### src/rtl/evb_pkg.sv
package evb_pkg;

    // Offset inside the block window: {group, index}
    localparam int unsigned OFF_W = 6;
    localparam int unsigned IDX_W = 4;

    typedef enum logic [1:0] {
        GRP_OVAL = 2'd0,
        GRP_FIRE = 2'd1,
        GRP_CTRL = 2'd2,
        GRP_IVAL = 2'd3
    } grp_e;

    localparam logic [IDX_W-1:0] CTRL_STATUS = 4'd0;
    localparam logic [IDX_W-1:0] CTRL_ACK    = 4'd1;
    localparam logic [IDX_W-1:0] CTRL_MODE   = 4'd2;

    typedef enum logic {
        OS_IDLE = 1'b0,
        OS_FIRE = 1'b1
    } out_state_e;

    typedef enum logic {
        IS_CLEAR   = 1'b0,
        IS_PENDING = 1'b1
    } in_state_e;

endpackage

### src/rtl/evb_decode.sv
module evb_decode
    import evb_pkg::*;
#(
    parameter int unsigned ADDR_W   = 8,
    parameter int unsigned DATA_W   = 16,
    parameter int unsigned N_OUT    = 2,
    parameter int unsigned N_IN     = 4,
    parameter int unsigned VAL_W    = 16,
    parameter int unsigned BLK_BASE = 1
) (
    input  logic [ADDR_W-1:0]      addr,
    input  logic                   we,
    input  logic                   oe,
    input  logic [N_OUT*VAL_W-1:0] oval,
    input  logic [N_IN*VAL_W-1:0]  ival,
    input  logic [N_IN-1:0]        pend,
    input  logic [N_IN-1:0]        mode,
    output logic [N_OUT-1:0]       wr_oval,
    output logic                   wr_fire,
    output logic                   wr_ack,
    output logic                   wr_mode,
    output logic [DATA_W-1:0]      rdata,
    output logic                   drive
);

    localparam int unsigned HI_W = ADDR_W - OFF_W;
    localparam logic [HI_W-1:0] BASE_HI = HI_W'(BLK_BASE);

    logic             hit;
    grp_e             grp;
    logic [IDX_W-1:0] idx;
    logic [DATA_W-1:0] rmux;

    always_comb begin
        hit = (addr[ADDR_W-1:OFF_W] == BASE_HI);
        grp = grp_e'(addr[OFF_W-1:IDX_W]);
        idx = addr[IDX_W-1:0];
    end

    // Write decoder
    always_comb begin
        wr_oval = '0;
        wr_fire = 1'b0;
        wr_ack  = 1'b0;
        wr_mode = 1'b0;
        if (hit && we) begin
            unique case (grp)
                GRP_OVAL: begin
                    for (int i = 0; i < int'(N_OUT); i++) begin
                        if (idx == IDX_W'(i)) wr_oval[i] = 1'b1;
                    end
                end
                GRP_FIRE: wr_fire = 1'b1;
                GRP_CTRL: begin
                    wr_ack  = (idx == CTRL_ACK);
                    wr_mode = (idx == CTRL_MODE);
                end
                GRP_IVAL: ;
            endcase
        end
    end

    // Read multiplexer
    always_comb begin
        rmux = '0;
        unique case (grp)
            GRP_OVAL: begin
                for (int i = 0; i < int'(N_OUT); i++) begin
                    if (idx == IDX_W'(i)) rmux = DATA_W'(oval[i*VAL_W +: VAL_W]);
                end
            end
            GRP_FIRE: rmux = '0;
            GRP_CTRL: begin
                if (idx == CTRL_STATUS)    rmux = DATA_W'(pend);
                else if (idx == CTRL_MODE) rmux = DATA_W'(mode);
            end
            GRP_IVAL: begin
                for (int j = 0; j < int'(N_IN); j++) begin
                    if (idx == IDX_W'(j)) rmux = DATA_W'(ival[j*VAL_W +: VAL_W]);
                end
            end
        endcase
    end

    always_comb begin
        drive = hit && oe;
        rdata = drive ? rmux : '0;
    end

endmodule

### src/rtl/evb_out_slot.sv
module evb_out_slot
    import evb_pkg::*;
#(
    parameter int unsigned VAL_W = 16
) (
    input  logic             clk,
    input  logic             rst_n,
    input  logic             wr_val,
    input  logic [VAL_W-1:0] wdata,
    input  logic             fire_req,
    output logic [VAL_W-1:0] val_o,
    output logic             stb_o
);

    out_state_e state_q, state_d;
    logic [VAL_W-1:0] val_q;

    // State register
    always_ff @(posedge clk) begin
        if (!rst_n) state_q <= OS_IDLE;
        else        state_q <= state_d;
    end

    // Transitions: fire (IDLE->FIRE), expire (FIRE->IDLE)
    always_comb begin
        state_d = state_q;
        unique case (state_q)
            OS_IDLE: if (fire_req) state_d = OS_FIRE;
            OS_FIRE: state_d = OS_IDLE;
        endcase
    end

    always_ff @(posedge clk) begin
        if (!rst_n)      val_q <= '0;
        else if (wr_val) val_q <= wdata;
    end

    // Outputs
    always_comb begin
        stb_o = (state_q == OS_FIRE);
        val_o = val_q;
    end

    AST_STROBE_SINGLE: assert property (@(posedge clk) disable iff (!rst_n)
        stb_o |=> !stb_o);
    AST_FIRE_STROBES: assert property (@(posedge clk) disable iff (!rst_n)
        (fire_req && !stb_o) |=> stb_o);
    AST_OVAL_HOLD: assert property (@(posedge clk) disable iff (!rst_n)
        !wr_val |=> $stable(val_o));

endmodule

### src/rtl/evb_in_slot.sv
module evb_in_slot
    import evb_pkg::*;
#(
    parameter int unsigned VAL_W = 16
) (
    input  logic             clk,
    input  logic             rst_n,
    input  logic             hw_stb,
    input  logic [VAL_W-1:0] hw_val,
    input  logic             ack,
    output logic             pend_o,
    output logic [VAL_W-1:0] val_o
);

    in_state_e state_q, state_d;
    logic [VAL_W-1:0] val_q;

    // State register
    always_ff @(posedge clk) begin
        if (!rst_n) state_q <= IS_CLEAR;
        else        state_q <= state_d;
    end

    // Transitions: arrive, refresh, acknowledge (strobe beats ack)
    always_comb begin
        state_d = state_q;
        unique case (state_q)
            IS_CLEAR:   if (hw_stb) state_d = IS_PENDING;
            IS_PENDING: if (!hw_stb && ack) state_d = IS_CLEAR;
        endcase
    end

    always_ff @(posedge clk) begin
        if (!rst_n)      val_q <= '0;
        else if (hw_stb) val_q <= hw_val;
    end

    // Outputs
    always_comb begin
        pend_o = (state_q == IS_PENDING);
        val_o  = val_q;
    end

    AST_STB_LATCH: assert property (@(posedge clk) disable iff (!rst_n)
        hw_stb |=> (pend_o && val_o == $past(hw_val)));
    AST_ACK_CLEAR: assert property (@(posedge clk) disable iff (!rst_n)
        (ack && !hw_stb) |=> !pend_o);
    AST_IVAL_HOLD: assert property (@(posedge clk) disable iff (!rst_n)
        !hw_stb |=> $stable(val_o));
    AST_PEND_HOLD: assert property (@(posedge clk) disable iff (!rst_n)
        (pend_o && !ack) |=> pend_o);

endmodule

### src/rtl/evb_bridge.sv
module evb_bridge
    import evb_pkg::*;
#(
    parameter int unsigned ADDR_W   = 8,
    parameter int unsigned DATA_W   = 16,
    parameter int unsigned N_OUT    = 2,
    parameter int unsigned N_IN     = 4,
    parameter int unsigned VAL_W    = 16,
    parameter int unsigned BLK_BASE = 1
) (
    input  logic                   clk,
    input  logic                   rst_n,
    input  logic [ADDR_W-1:0]      bus_addr,
    input  logic [DATA_W-1:0]      bus_wdata,
    input  logic                   bus_we,
    input  logic                   bus_oe,
    output logic [DATA_W-1:0]      bus_rdata,
    output logic                   bus_rdata_drive,
    output logic [N_OUT*VAL_W-1:0] sw_val_o,
    output logic [N_OUT-1:0]       sw_stb_o,
    input  logic [N_IN-1:0]        hw_stb_i,
    input  logic [N_IN*VAL_W-1:0]  hw_val_i,
    output logic                   irq_o
);

    logic [N_OUT-1:0]      wr_oval;
    logic                  wr_fire, wr_ack, wr_mode;
    logic [N_IN-1:0]       pend;
    logic [N_IN*VAL_W-1:0] ival;
    logic [N_IN-1:0]       mode_q;

    evb_decode #(
        .ADDR_W(ADDR_W), .DATA_W(DATA_W), .N_OUT(N_OUT),
        .N_IN(N_IN), .VAL_W(VAL_W), .BLK_BASE(BLK_BASE)
    ) decode_i (
        .addr(bus_addr), .we(bus_we), .oe(bus_oe),
        .oval(sw_val_o), .ival(ival), .pend(pend), .mode(mode_q),
        .wr_oval(wr_oval), .wr_fire(wr_fire), .wr_ack(wr_ack),
        .wr_mode(wr_mode), .rdata(bus_rdata), .drive(bus_rdata_drive)
    );

    for (genvar i = 0; i < int'(N_OUT); i++) begin : g_out
        evb_out_slot #(.VAL_W(VAL_W)) slot_i (
            .clk(clk), .rst_n(rst_n),
            .wr_val(wr_oval[i]),
            .wdata(VAL_W'(bus_wdata)),
            .fire_req(wr_fire && bus_wdata[i]),
            .val_o(sw_val_o[i*VAL_W +: VAL_W]),
            .stb_o(sw_stb_o[i])
        );
    end

    for (genvar j = 0; j < int'(N_IN); j++) begin : g_in
        evb_in_slot #(.VAL_W(VAL_W)) slot_i (
            .clk(clk), .rst_n(rst_n),
            .hw_stb(hw_stb_i[j]),
            .hw_val(hw_val_i[j*VAL_W +: VAL_W]),
            .ack(wr_ack && bus_wdata[j]),
            .pend_o(pend[j]),
            .val_o(ival[j*VAL_W +: VAL_W])
        );
    end

    always_ff @(posedge clk) begin
        if (!rst_n)       mode_q <= '0;
        else if (wr_mode) mode_q <= bus_wdata[N_IN-1:0];
    end

    always_comb irq_o = |(pend & mode_q);

    AST_BUS_QUIET: assert property (@(posedge clk) disable iff (!rst_n)
        !bus_oe |-> (!bus_rdata_drive && bus_rdata == '0));
    AST_IRQ_NEEDS_MODE: assert property (@(posedge clk) disable iff (!rst_n)
        irq_o |-> (|mode_q));
    AST_IRQ_NEEDS_PEND: assert property (@(posedge clk) disable iff (!rst_n)
        irq_o |-> (|pend));

endmodule

### config.mk
export PLATFORM = sky130hd
export DESIGN_NAME = evb_bridge
export DESIGN_NICKNAME = d
export VERILOG_FILES = /design/src/rtl/evb_pkg.sv /design/src/rtl/evb_decode.sv /design/src/rtl/evb_out_slot.sv /design/src/rtl/evb_in_slot.sv /design/src/rtl/evb_bridge.sv
export SDC_FILE = /design/constraint.sdc
export NUM_CORES = 1
export LEC_CHECK = 0
export ABC_AREA = 1
export BUFFER_PORTS_ARGS = -buffer_cell sky130_fd_sc_hd__buf_2
export CAP_MARGIN = 20
export CORE_MARGIN = 2
export CORE_UTILIZATION = 40
export DETAILED_ROUTE_END_ITERATION = 7
export SYNTH_ARGS = -nofsm -noshare
export SYNTH_HDL_FRONTEND = slang
export SYNTH_SLANG_ARGS = --single-unit
### constraint.sdc
create_clock -name clk -period 1.6 [get_ports clk]
set_input_delay 0.08 -clock clk [delete_from_list [all_inputs] [get_ports clk]]
set_output_delay 0.08 -clock clk [all_outputs]
set_load 0.01 [all_outputs]
==> flow_metrics.py <==
metrics = {
    "timing": {
        "finalSetupTns_ns": 0,
        "period_minus_slack_ns": 1.58,
        "rsz0062_at_grt": "true",
        "fmax_mhz": 632,
        "drv_slew": 0,
        "tightest_slew_ns": 0.588,
        "period_share_pct": 98.8,
        "setup_viol": 0,
        "clock_skew_ns": 0,
        "slew_headroom_pct": 60.8,
        "hold_viol": 0,
        "fin_ws_ns": 0.0189,
    },
    "yosys": {
        "syn_avg_cell_area_sq_um": 6.70,
        "syn_nets": 814,
        "syn_inst": 718,
        "synth-seq-area-share_pct": 44.1,
        "synth_warnings": 0,
        "synth_seq_cells": 106,
        "synth_top_area_cell": "dfxtp_1",
        "synth_top_area_share_pct": 44.1,
        "ys_types": 23,
        "synth_area_sq_mm": 0.00481,
        "synth_area_leaders": "dfxtp_1, nor2_1, o21ai_0",
    },
    "global_route": {
        "grt_pass1_wl_um": 25000,
        "grt_pass1_vias": 5131,
        "grtUsageTotal_pct": 24.8,
        "grt_overflow": 0,
        "grt_max_degree": 103,
        "antenna_found_initial": 0,
    },
    "hold_path": {
        "worstHoldPathType": "input pin to register",
        "min-delay-start": "bus_wdata[4]",
        "holdPathStages": 3,
        "worstHoldEndpoint": "g_out[0].slot_i.val_o[4]",
    },
    "route": {
        "route.detailed.drc": 0,
        "wirelength_um": 16100,
        "wl_per_cell_um": 14.9,
        "firstDrtPassIters": 4,
        "antenna_left": 0,
        "first_iter_violations": 326,
        "viasPerCell": 4.95,
        "dr_total_vias": 5339,
    },
    "finish": {
        "diodes": 0,
        "finalNetCount": 1023,
        "instances_no_fill": 1079,
        "drive_gt1_share_pct": 23.9,
        "seq_area_sq_mm": 0.00212,
        "layout-area-overhead-vs-synth_pct": 42.7,
        "multiInputGateArea_sq_mm": 0.00239,
        "fin_util_pct": 57.9,
        "final.fill_count": 1117,
    },
    "floorplanning": {
        "die_x_um": 114,
        "fp-row-count": 40,
        "initial_utilization_pct": 40.6,
        "dieArea_sq_mm": 0.0129,
        "ios": 148,
        "die_h_um": 114,
        "core_region_area_sq_mm": 0.0119,
    },
    "clock_network": {
        "htree_levels": 3,
        "cts_tree": "yes",
        "cts_buffer_depth": 2,
        "cts_made_buffers": 9,
        "clockRootBuffer": "clkbuf_16",
        "clk_latency_ns": 0.35,
        "clk_pin_slew_ns": 0.07,
        "cts.sinks": 106,
    },
    "power": {
        "total_leakage_power_nw": 3.18,
        "power_density_mw_per_mm2": 853,
        "ir_drop_v": 0.000433,
    },
    "critical_path": {
        "critPathKind": "input pin to output pin",
        "ff2ff_path_depth": 2,
        "r2r_start": "g_in[3].slot_i.val_o[10]",
        "r2r_end": "g_in[3].slot_i.val_o[10]",
        "cp_cell_sequence": "buf_2 -> nor2_8 -> buf_12 -> nand2_4 -> nor2_4 -> clkbuf_16 -> nand2_1 -> nand3_1 -> nand2_1 -> a21oi_2 -> buf_2",
        "cp-end-kind": "output pin",
        "cp.required_ns": 1.52,
        "r2r_setup_slack_ns": 0.92,
        "cp_max_fo": 11,
        "worst_path_max_delay_cell": "clkbuf_16",
        "cp-start-kind": "input pin",
        "critPathArrivalTime_ns": 1.50,
        "cpPeakStageDelay_ns": 0.22,
    },
    "placed_design": {
        "placed_cells": 988,
        "io_buffers": 147,
        "pre_cts_slack_ns": 0.0650,
        "gp_congestion": 0.885,
        "dp_hpwl_um": 11000,
    },
    "run": {
        "cap_violations": 0,
    },
    "run_status": {
        "status": "completed",
    },
}
## power breakdown
part	total [mW]	switching, mW	internal, mW
clock	2.24	0.985	1.25
combinational	0.786	0.412	0.374
sequential	2.83	0.0718	2.76
total	5.85	1.47	4.39
## state kept, by name (all words and copies together) (netlist names)
| register | flops |
|---|---|
| g_in.slot_i.pend_o | 4 |
| g_in.slot_i.val_o | 64 |
| g_out.slot_i.val_o | 32 |
| g_out.slot_i.stb_o | 2 |
| mode_q | 4 |
## kinds of logic after synthesis
group / count (synthesis) / share of synthesized area [%]
buffers and inverters: 79 / 7.46
DFF: 106 / 44.1
and+or+nand+nor: 372 / 31.4
AOI/OAI and AO/OA: 161 / 17.1
## cell usage in the layout (no fill, tap or decap)
cell type        n
nor3_1           3
nand3_2          1
clkinvlp_4       1
nor2_2           4
buf_2          147
nand2_2          5
dlygate4sd3_1   68
buf_6            1
a21oi_2         13
inv_2            6
nor2_4           1
clkinv_1         3
inv_1           27
o21ai_0        109
or2_0            2
bufinv_16        1
clkbuf_8         1
nand3_1         35
clkinv_4         1
clkbuf_16       11
nor2_1         204
dfxtp_2          1
nand3b_1         3
dfxtp_1        105
buf_4           15
clkbuf_1         1
nand2_1        110
nand2_4          3
buf_12           7
nor2_8           1
o21ai_1         15
a21oi_1         24
clkinv_2         3
## cells in the mapped netlist
cell type,count
nand2_2,5
nand2_4,1
nand3b_1,3
clkinv_1,3
a21oi_1,33
nor3_1,3
nand3_1,36
clkbuf_1,24
buf_6,2
dfxtp_1,106
nor2_2,2
o21ai_1,15
nor2_8,1
buf_2,5
or2_0,2
inv_1,28
nor2_4,1
inv_2,6
nand2_1,112
buf_4,11
a21oi_2,4
o21ai_0,109
nor2_1,206
## per-stage QoR
step / hold WS, ns / power (mW) / area (sq um)
6_report: 0.00768 / 5.85 / 6870
2_1_floorplan: 0.215 / 3.20 / 4810
5_1_grt: 0.0164 / 6.09 / 6870
3_5_place_dp: 0.309 / 3.51 / 5720
3_3_place_gp: 0.302 / 3.50 / 5720
4_1_cts: 0.00369 / 5.85 / 6700
## area by class of cell
class	count	area share [%]
inverter	37	2.08
multi-input combinational	533	34.8
clock buffer	11	3.53
clock inverter	5	0.784
tap	147	2.68
sequential	106	30.9
timing repair buffer	240	25.2
## worst max-delay path, delay by kind of cell
kind,cells,cell delay (ns)
buffers and inverters,4,0.64
and+or+nand+nor,6,0.59
AOI/OAI and AO/OA,1,0.17
## repair_timing
item,in CTS,in global routing
setup buffers,0,5
hold endpoints to repair,74,0
resized for setup,0,19
hold buffers,68,0
endpoints found under the setup margin,0,16
## how the worst max path moves through the flow
stage / start / endpoint / slack (ns) / cells after the start
floorplan: bus_addr[7] / bus_rdata[10] / 0.53 / 6
global placement: bus_addr[0] / bus_rdata[11] / 0.09 / 9
detailed placement: bus_addr[3] / g_out[1].slot_i.val_o[1] / 0.06 / 10
CTS: g_in[0].slot_i.val_o[14] / bus_rdata[14] / 0.05 / 7
global route: bus_addr[3] / bus_rdata[11] / -0.07 / 11
finish: bus_addr[3] / bus_rdata[11] / 0.02 / 11
## per-layer routing
layer | share of wire [%] | wire length, um | track usage (%) | up-vias
met5 | 0 | 0 | 0 | -
met4 | 1.9 | 312 | 7.97 | 0
met3 | 5.9 | 951 | 5.05 | 18
met2 | 46 | 7420 | 40.5 | 185
met1 | 46 | 7380 | 33.0 | 2416
li1 | - | - | - | 2720
(Power assumes the default switching activity.)
